<file path="src/rtl/ofs_cal_pkg.sv">
package ofs_cal_pkg;
    localparam int NCH    = 3;
    localparam int CH_W   = 2;
    localparam int CH_I   = 0;
    localparam int CH_Q   = 1;
    localparam int CH_AUX = 2;

    typedef enum logic [1:0] {
        ST_IDLE  = 2'd0,
        ST_WAIT  = 2'd1,
        ST_STORE = 2'd2
    } cal_state_t;

    typedef enum logic [1:0] {
        RA_CTRL    = 2'd0,
        RA_OFS_I   = 2'd1,
        RA_OFS_Q   = 2'd2,
        RA_OFS_AUX = 2'd3
    } reg_addr_t;
endpackage

</file>
<file path="src/rtl/ofs_cal_seq.sv">
module ofs_cal_seq
    import ofs_cal_pkg::*;
#(
    parameter int OFS_W = 9,
    parameter int RES_W = 12
) (
    input  logic              clk,
    input  logic              rst_n,
    input  logic              trig_we,
    input  logic [NCH-1:0]    trig_bits,
    input  logic              conv_done,
    input  logic [RES_W-1:0]  conv_result,
    output logic [NCH-1:0]    pending,
    output logic              busy,
    output logic              conv_req,
    output logic [CH_W-1:0]   conv_sel,
    output logic              store_en,
    output logic [CH_W-1:0]   store_ch,
    output logic [OFS_W-1:0]  store_val
);
    localparam int MAX_OFS = 2**(OFS_W-1) - 1;
    localparam int MIN_OFS = -(2**(OFS_W-1));
    localparam logic [OFS_W-1:0] MAX_CODE = MAX_OFS[OFS_W-1:0];
    localparam logic [OFS_W-1:0] MIN_CODE = MIN_OFS[OFS_W-1:0];

    cal_state_t       state, state_n;
    logic [CH_W-1:0]  cur;
    logic [CH_W-1:0]  pick;
    logic [OFS_W-1:0] res_q;
    logic [OFS_W-1:0] res_sat;
    logic [NCH-1:0]   pend_n;

    // lowest-numbered pending path wins
    always_comb begin
        pick = '0;
        for (int c = NCH - 1; c >= 0; c--) begin
            if (pending[c]) pick = CH_W'(c);
        end
    end

    always_comb begin
        if ($signed(conv_result) > MAX_OFS)      res_sat = MAX_CODE;
        else if ($signed(conv_result) < MIN_OFS) res_sat = MIN_CODE;
        else                                     res_sat = conv_result[OFS_W-1:0];
    end

    always_comb begin
        state_n = state;
        unique case (state)
            ST_IDLE:  if (|pending) state_n = ST_WAIT;
            ST_WAIT:  if (conv_done) state_n = ST_STORE;
            ST_STORE: state_n = ST_IDLE;
            default:  state_n = ST_IDLE;
        endcase
    end

    always_comb begin
        pend_n = pending;
        if (state == ST_STORE) pend_n[cur] = 1'b0;
        if (trig_we) pend_n = pend_n | trig_bits;
    end

    // state register and datapath registers
    always_ff @(posedge clk or negedge rst_n) begin
        if (!rst_n) begin
            state   <= ST_IDLE;
            cur     <= '0;
            res_q   <= '0;
            pending <= '0;
        end else begin
            state   <= state_n;
            pending <= pend_n;
            if (state == ST_IDLE && |pending) cur <= pick;
            if (state == ST_WAIT && conv_done) res_q <= res_sat;
        end
    end

    // outputs
    always_comb begin
        conv_req  = (state == ST_WAIT);
        conv_sel  = cur;
        store_en  = (state == ST_STORE);
        store_ch  = cur;
        store_val = res_q;
        busy      = (|pending) || (state != ST_IDLE);
    end

    a_r4_req_hold: assert property (@(posedge clk) disable iff (!rst_n)
        (conv_req && !conv_done) |=> (conv_req && $stable(conv_sel)));

    a_r6_q_after_i: assert property (@(posedge clk) disable iff (!rst_n)
        ($rose(conv_req) && conv_sel != 2'd0) |-> !pending[0]);

    a_r6_aux_after_q: assert property (@(posedge clk) disable iff (!rst_n)
        ($rose(conv_req) && conv_sel == 2'd2) |-> !pending[1]);

    a_r7_busy_in_flight: assert property (@(posedge clk) disable iff (!rst_n)
        conv_req |-> busy);

    a_r7_bit_clears: assert property (@(posedge clk) disable iff (!rst_n)
        store_en |=> (!pending[cur] || $past(trig_we)));
endmodule

</file>
<file path="src/rtl/ofs_corr.sv">
module ofs_corr #(
    parameter int SAMP_W = 12,
    parameter int OFS_W  = 9
) (
    input  logic              clk,
    input  logic              rst_n,
    input  logic              in_valid,
    input  logic [SAMP_W-1:0] in_data,
    input  logic [OFS_W-1:0]  ofs,
    output logic              out_valid,
    output logic [SAMP_W-1:0] out_data
);
    localparam int DW   = SAMP_W + 2;
    localparam int SMAX = 2**(SAMP_W-1) - 1;
    localparam int SMIN = -(2**(SAMP_W-1));
    localparam logic [SAMP_W-1:0] SMAX_CODE = SMAX[SAMP_W-1:0];
    localparam logic [SAMP_W-1:0] SMIN_CODE = SMIN[SAMP_W-1:0];

    logic signed [DW-1:0] diff;
    logic [SAMP_W-1:0]    sat;

    always_comb begin
        diff = DW'($signed(in_data)) - DW'($signed(ofs));
        if (diff > SMAX)      sat = SMAX_CODE;
        else if (diff < SMIN) sat = SMIN_CODE;
        else                  sat = diff[SAMP_W-1:0];
    end

    always_ff @(posedge clk or negedge rst_n) begin
        if (!rst_n) begin
            out_valid <= 1'b0;
            out_data  <= '0;
        end else begin
            out_valid <= in_valid;
            if (in_valid) out_data <= sat;
        end
    end

    a_r9_valid_lag: assert property (@(posedge clk) disable iff (!rst_n)
        in_valid |=> out_valid);

    a_r9_idle_lag: assert property (@(posedge clk) disable iff (!rst_n)
        !in_valid |=> !out_valid);

    a_r9_hold: assert property (@(posedge clk) disable iff (!rst_n)
        !in_valid |=> $stable(out_data));
endmodule

</file>
<file path="src/rtl/ofs_cal_top.sv">
module ofs_cal_top
    import ofs_cal_pkg::*;
#(
    parameter int SAMP_W = 12,
    parameter int OFS_W  = 9,
    parameter int RES_W  = 12,
    parameter int DW     = 16
) (
    input  logic              clk,
    input  logic              rst_n,
    input  logic              reg_we,
    input  logic [1:0]        reg_addr,
    input  logic [DW-1:0]     reg_wdata,
    output logic [DW-1:0]     reg_rdata,
    output logic              conv_req,
    output logic [1:0]        conv_sel,
    input  logic              conv_done,
    input  logic [RES_W-1:0]  conv_result,
    input  logic              i_in_valid,
    input  logic [SAMP_W-1:0] i_in_data,
    input  logic              q_in_valid,
    input  logic [SAMP_W-1:0] q_in_data,
    input  logic              aux_in_valid,
    input  logic [SAMP_W-1:0] aux_in_data,
    output logic              i_out_valid,
    output logic [SAMP_W-1:0] i_out_data,
    output logic              q_out_valid,
    output logic [SAMP_W-1:0] q_out_data,
    output logic              aux_out_valid,
    output logic [SAMP_W-1:0] aux_out_data
);
    logic [NCH-1:0]    pending;
    logic              busy;
    logic              store_en;
    logic [CH_W-1:0]   store_ch;
    logic [OFS_W-1:0]  store_val;
    logic [OFS_W-1:0]  ofs_q [NCH];
    logic              in_v  [NCH];
    logic [SAMP_W-1:0] in_d  [NCH];
    logic              out_v [NCH];
    logic [SAMP_W-1:0] out_d [NCH];
    logic              unused_wdata;

    assign unused_wdata = ^reg_wdata[DW-1:OFS_W];

    ofs_cal_seq #(.OFS_W(OFS_W), .RES_W(RES_W)) u_seq (
        .clk        (clk),
        .rst_n      (rst_n),
        .trig_we    (reg_we && reg_addr == RA_CTRL),
        .trig_bits  (reg_wdata[NCH-1:0]),
        .conv_done  (conv_done),
        .conv_result(conv_result),
        .pending    (pending),
        .busy       (busy),
        .conv_req   (conv_req),
        .conv_sel   (conv_sel),
        .store_en   (store_en),
        .store_ch   (store_ch),
        .store_val  (store_val)
    );

    assign in_v[CH_I]   = i_in_valid;
    assign in_d[CH_I]   = i_in_data;
    assign in_v[CH_Q]   = q_in_valid;
    assign in_d[CH_Q]   = q_in_data;
    assign in_v[CH_AUX] = aux_in_valid;
    assign in_d[CH_AUX] = aux_in_data;

    generate
        for (genvar c = 0; c < NCH; c++) begin : g_path
            // a measured result takes priority over a bus write
            always_ff @(posedge clk or negedge rst_n) begin
                if (!rst_n)
                    ofs_q[c] <= '0;
                else if (store_en && store_ch == CH_W'(c))
                    ofs_q[c] <= store_val;
                else if (reg_we && reg_addr == 2'(c + 1))
                    ofs_q[c] <= reg_wdata[OFS_W-1:0];
            end

            ofs_corr #(.SAMP_W(SAMP_W), .OFS_W(OFS_W)) u_corr (
                .clk      (clk),
                .rst_n    (rst_n),
                .in_valid (in_v[c]),
                .in_data  (in_d[c]),
                .ofs      (ofs_q[c]),
                .out_valid(out_v[c]),
                .out_data (out_d[c])
            );

            a_r8_store_wins: assert property (@(posedge clk) disable iff (!rst_n)
                (store_en && store_ch == CH_W'(c)) |=> (ofs_q[c] == $past(store_val)));
        end
    endgenerate

    assign i_out_valid   = out_v[CH_I];
    assign i_out_data    = out_d[CH_I];
    assign q_out_valid   = out_v[CH_Q];
    assign q_out_data    = out_d[CH_Q];
    assign aux_out_valid = out_v[CH_AUX];
    assign aux_out_data  = out_d[CH_AUX];

    always_comb begin
        unique case (reg_addr)
            RA_CTRL:    reg_rdata = {{(DW-NCH-1){1'b0}}, busy, pending};
            RA_OFS_I:   reg_rdata = {{(DW-OFS_W){ofs_q[CH_I][OFS_W-1]}}, ofs_q[CH_I]};
            RA_OFS_Q:   reg_rdata = {{(DW-OFS_W){ofs_q[CH_Q][OFS_W-1]}}, ofs_q[CH_Q]};
            RA_OFS_AUX: reg_rdata = {{(DW-OFS_W){ofs_q[CH_AUX][OFS_W-1]}}, ofs_q[CH_AUX]};
            default:    reg_rdata = '0;
        endcase
    end

    a_r4_sel_legal: assert property (@(posedge clk) disable iff (!rst_n)
        conv_req |-> (conv_sel < 2'd3));

    a_r7_busy_visible: assert property (@(posedge clk) disable iff (!rst_n)
        (conv_req && reg_addr == RA_CTRL) |-> reg_rdata[3]);
endmodule

</file>
<file path="config.mk">
export PLATFORM = sky130hd
export DESIGN_NAME = ofs_cal_top
export DESIGN_NICKNAME = d
export VERILOG_FILES = /design/src/rtl/ofs_cal_pkg.sv /design/src/rtl/ofs_cal_seq.sv /design/src/rtl/ofs_corr.sv /design/src/rtl/ofs_cal_top.sv
export SDC_FILE = /design/constraint.sdc
export NUM_CORES = 1
export LEC_CHECK = 0
export CORE_ASPECT_RATIO = 1.1
export CORE_UTILIZATION = 33
export DETAILED_ROUTE_END_ITERATION = 6
export GPL_TIMING_DRIVEN = 0
export PLACE_DENSITY = 0.58
export SYNTH_ARGS = -nofsm -noshare
export SYNTH_HDL_FRONTEND = slang
export SYNTH_SLANG_ARGS = --single-unit
</file>
<file path="constraint.sdc">
create_clock -name clk -period 3.55 [get_ports clk]
set_input_delay 0.355 -clock clk [delete_from_list [all_inputs] [get_ports clk]]
set_output_delay 0.355 -clock clk [all_outputs]
set_load 0.005 [all_outputs]
</file>
# ---- Yosys cells after proc, flatten, opt, wreduce, memory -nomap -nowiden
# Cells that the tools add are included.
dict set report classes {
  n_bitwise 3
  n_div 0
  n_eq_ne 9
  order_cmp 10
  shift 0
  mux 25
  reduce_logical 20
  mul 0
  n_addsub 3
}
# cell count
set ops {}
lappend ops {{$mux W12} 6}
lappend ops {{$mux W9} 8}
lappend ops {{$pmux W16 S4} 1}
lappend ops {{$gt A13 B12 Y1 const B} 3}
lappend ops {{$lt A13 B12 Y1 const B} 3}
lappend ops {{$sub A12 B9 Y13} 3}
lappend ops {{$gt A12 B9 Y1 const B} 1}
lappend ops {{$lt A12 B9 Y1 const B} 1}
lappend ops {{$logic_and A1 B1 Y1} 10}
lappend ops {{$mux W2} 5}
lappend ops {{$eq A2 B2 Y1 const B} 4}
lappend ops {{$reduce_bool A2 Y1} 4}
lappend ops {{$eq A2 B1 Y1 const B} 3}
lappend ops {{$logic_not A2 Y1} 3}
lappend ops {{$mux W3} 2}
lappend ops {{$ne A2 B1 Y1 const B} 2}
lappend ops {{$pmux W2 S2} 1}
lappend ops {{$and A3 B3 Y3} 1}
lappend ops {{$lt A2 B3 Y1 const B} 1}
lappend ops {{$not A3 Y3} 1}
lappend ops {{$or A3 B3 Y3} 1}
lappend ops {{$reduce_or A3 Y1} 1}
lappend ops {{$demux W1 S2} 1}
lappend ops {{$ge A2 B1 Y1 const B} 1}
lappend ops {{other kinds (3)} 3}
dict set report word_totals {
  register_bits 82
  wordCells 83
  latchBits 0
  mem_bits_ro 0
  mem_count 0
  input_bits 73
  ramBits 0
}

# ---- Longest topological paths before layout
dict set report depth {
  depth_word 9
  depth_mapped 11
  depth_no_buf 10
}

# ---- By module
# A second synthesis with hierarchy kept.
dict set report hier_totals {
  cells_unflattened 658
  hier_area_um2 5863.1
}
# mod seq_area_each_um2 instances area_each_um2 cells_each
set modules_own_cells {}
lappend modules_own_cells {ofs_corr 325.3 3 1187.4 139}
lappend modules_own_cells {ofs_cal_top 675.6 1 1547.7 179}
lappend modules_own_cells {ofs_cal_seq 400.4 1 753.2 62}

# ---- Least setup slack after synthesis
# Ideal clock, no wire load.
dict set report synth_timing {
  path_type {input-to-reg}
  from {input q_in_data[4]}
  to {register g_path[1].u_corr.out_data[10]}
  n_path_buf 0
  setup_ns 0.147
  arrival_ns 2.334
  required_time_ns 3.403
  stages 8
  setup_slack_ns 1.070
  path_cell_list {ha_1 > a21o_1 > a2111oi_4 > and2_1 > o21ai_1 > or4_4 > a21boi_4 > a311oi_1}
}
dict set report synth_between {
  elab_chain_len 4
  word_cells_on_any_way 5
}
# item line
set synth_lines {}
lappend synth_lines {{from (decl)} ofs_cal_top.sv:22} ;# input logic [SAMP_W-1:0] q_in_data,
lappend synth_lines {{$sub A12 B9 Y13 *} ofs_corr.sv:23} ;# diff = DW'($signed(in_data)) - DW'($signed(ofs));
lappend synth_lines {{$lt A13 B12 Y1} ofs_corr.sv:25} ;# else if (diff < SMIN) sat = SMIN_CODE;
lappend synth_lines {{$mux W12} ofs_corr.sv:25}
lappend synth_lines {{$mux W12 *} ofs_corr.sv:24} ;# if (diff > SMAX) sat = SMAX_CODE;
lappend synth_lines {{to (signal assigned)} ofs_corr.sv:35} ;# if (in_valid) out_data <= sat;
lappend synth_lines {{to (decl)} ofs_corr.sv:11} ;# output logic [SAMP_W-1:0] out_data
# Every way passes the cells marked *; elsewhere a longest branch is shown, timed or not.
# A chain may end at the register's enable or synchronous reset.

# ---- Worst setup path after layout
dict set report layout_timing {
  from {input i_in_data[7]}
  to {register g_path[0].u_corr.out_data[1]}
}
dict set report layout_between {
  elab_chain_len 4
  word_cells_on_any_way 5
}
# item line
set layout_lines {}
lappend layout_lines {{from (decl)} ofs_cal_top.sv:20} ;# input logic [SAMP_W-1:0] i_in_data,
lappend layout_lines {{$sub A12 B9 Y13 *} ofs_corr.sv:23}
lappend layout_lines {{$lt A13 B12 Y1} ofs_corr.sv:25}
lappend layout_lines {{$mux W12} ofs_corr.sv:25}
lappend layout_lines {{$mux W12 *} ofs_corr.sv:24}
lappend layout_lines {{to (signal assigned)} ofs_corr.sv:35}
lappend layout_lines {{to (decl)} ofs_corr.sv:11}
# Marks and branches as above.

==> flow_summary.toml <==
[worst_setup_path]
cp.required_ns = 3.75
cp_slowest_cell = "a2111oi_0"
crit_family = "compound AO/OA/AOI/OAI gates"
crit_type = "primary input to register"
cp_num_buf_inv = 1
arrival_ns = 3.15
worst_setup_path_end_kind = "register"
cp_max_fo = 8
path_cells = "clkdlybuf4s50_1, ha_1, a2111oi_0, a211oi_1, nor3_1, nor2_1, o21ai_2, o221ai_1"
start_kind = "primary input"
cpPeakStageDelay_ns = 0.59

[synth]
post-synth-top-area-cell = "dfrtp_1"
ys_seq_elements = 82
synth_area_um2 = 5463
ys_seq_area_frac = 0.3756
synth_edf_count = 0
synthArstFlopShare = 1.000
post-synth-top-count-cell = "dfrtp_1"
ys_types = 59
synth_top_area_share = 0.3756
avgSynthCellArea_um2 = 9.105
ys.warnings.count = 0
synthTopCellsByArea = "dfrtp_1, ha_1, nand2_1"
synth.net_count = 712
synthFlopType = "dfrtp_1"
synth_common_cells = "dfrtp_1, nand2_1, o21ai_0"
syn-instance-count = 600

[detailed_routing]
top_layer = "met4"
wl_met1_um = 6817
met2_length_um = 7554
wl_um = 15350
drt_iter0_markers = 297
drtAntennaViolNets = 0
drc = 0
wl_per_cell_um = 16.35
met3_wirelength_um = 695
vias_per_cell = 5.226
firstDrtPassIters = 7
vias = 4907

[global_route]
antenna_found_initial = 0
grt_pass1_vias = 4803
grt_max_degree = 45
grt_usage = 0.1842
grt_pass1_wl_um = 24650
grt_overflow_total = 0

[timing]
slew_viol_final = 0
fin_crit_sh = 0.8312
fmax_mhz = 338.9
finalWorstSetupSlack_ns = 0.5993
setup_viol = 0
fin_crit_ns = 2.951
rsz0062_at_grt = "no"
finalHoldViolCount = 0
fin_skew_ns = 0.007972
hold_ws_ns = 0.4677
setup_tns_ns = 0
worst_pin_slew_ns = 1.320
slew_headroom = 0.1182

[clock_tree]
post_cts_buffers = 0
clkTransAtPathRegs_ns = 0.06
clkLatencyLatePin_ns = 0.35
cts_tree = "done"
cts_buffers = 9
root_buffer = "clkbuf_16"
htreeDepth = 3
cts_buffer_depth = 2
cts.sinks = 82

[placement]
dp_hpwl_um = 11930
port_buffers = 122
dp_slack_ns = 0.2862
globalplace.congestion = 0.8211

[power]
sequentialPowerShare = 0.292
p_switching_uw = 2340
combPwrFrac = 0.545
total_power_uw = 5998
switching_share = 0.3901
vdd_ir_drop_max_mv = 0.3290
power_density_nw_per_um2 = 824.5
leakage_uw = 0.003299
cell_internal_pwr_uw = 3658
power_frac_clock = 0.163

[floorplanning]
start_util = 0.3432
rows = 48
dieHeight_um = 136.9
boundaryPins = 131
die_area_um2 = 17070
core_um2 = 15920
fp.dieW_um = 124.7

[cells_and_area]
area_growth_pct = 33.17
diodes = 0
fin_util = 0.4571
nets = 847
multi_input_area_um2 = 3083
nFillCells = 1531
drive_above_1_share = 0.05819
seqCellArea_um2 = 2052

[run]
drv_cap = 0

[run_status]
status = "completed"

[hold_path]
min_path_type = "primary input to register"
## final cells by class
cell class	instances	area share
Timing Repair Buffer	124	0.1727
Buffer	27	0.01823
Inverter	52	0.02683
Clock inverter	2	0.004816
Tap cell	200	0.03440
Clock buffer	13	0.03715
Multi-Input combinational cell	439	0.4238
Sequential cell	82	0.2821
## sequential cells by signal, indices dropped and copies added, names as in the netlist
signal                   count
g_path.u_corr.out_valid      3
u_seq.store_val              9
u_seq.conv_sel               2
u_seq.pending                3
u_seq.state                  2
g_path.u_corr.out_data      36
ofs_q                       27
## timing repair
action,CTS,global route
setup endpoints to repair,0,0
hold buffers,1,0
gates resized for setup,0,0
endpoints found under the hold margin,1,0
## metrics by stage
step,instances,cell area (µm²)
2_1_floorplan,600,5463
3_3_place_gp,922,6934
3_5_place_dp,923,6959
4_1_cts,939,7274
5_1_grt,939,7274
6_report,939,7274
## layout by cell type, fill, tap and decap left out, drive strengths merged, types with 4 or more instances in the layout
cell and instances:
nand4 4, nand2b 18, xnor2 11, inv 52, mux4 4, ha 36, and2 5, a21o 8
o21ai 59, o21a 5, a21oi 15, clkdlybuf4s50 121, a211oi 5, or2 4, a311oi 10, nor2 34
o2111ai 4, a22o 5, nand2 79, o211ai 7, o221ai 13, xor2 12, nor3 10, mux2i 27
a31oi 7, clkbuf 27, dfrtp 82, nand3 8, buf 15, nor2b 12
## logic make-up (layout without fill, tap and decap cells)
| group | Yosys count | in the layout | share of synthesized area |
|---|---|---|---|
| mux | 34 | 34 | 0.07215 |
| buf+inv | 79 | 218 | 0.06001 |
| compound gates | 156 | 156 | 0.1990 |
| xor+xnor | 23 | 23 | 0.03688 |
| simple gates | 185 | 185 | 0.1592 |
| flops | 82 | 82 | 0.3756 |
| fa+ha+maj | 41 | 41 | 0.09711 |
## final timing paths
kind / start / endpoint / slack (ns) / cells past startpoint
setup reg to reg: ofs_q[25]$_DFFE_PN0P_ / g_path[0].u_corr.out_data[1]$_DFFE_PN0P_ / 0.63 / 8
min in group asynchronous: rst_n / g_path[0].u_corr.out_data[4]$_DFFE_PN0P_ / 0.52 / 2
hold / removal: q_in_valid / g_path[1].u_corr.out_valid$_DFF_PN0_ / 0.47 / 1
hold reg to reg: u_seq.state[1]$_DFFE_PN0P_ / u_seq.state[0]$_DFFE_PN0P_ / 0.49 / 1
max in group asynchronous: rst_n / g_path[1].u_corr.out_data[3]$_DFFE_PN0P_ / 2.42 / 3
setup / recovery: i_in_data[7] / g_path[0].u_corr.out_data[1]$_DFFE_PN0P_ / 0.60 / 8
## layer usage
layer  track usage  vias to the layer above
met2        0.3155                      132
met1        0.2366                     2352
met5             0                        -
met3       0.02346                       16
met4       0.07162                        0
li1              -                     2407
## power by group through the flow
stage | sequential (µW) | combinational [µW] | clock [µW]
3_5_place_dp | 1770 | 3260 | 0
6_report | 1750 | 3270 | 978
3_3_place_gp | 1750 | 3200 | 0
5_1_grt | 1810 | 3630 | 1040
2_1_floorplan | 1650 | 2120 | 0
4_1_cts | 1750 | 3290 | 996
(Power assumes the default switching activity.)
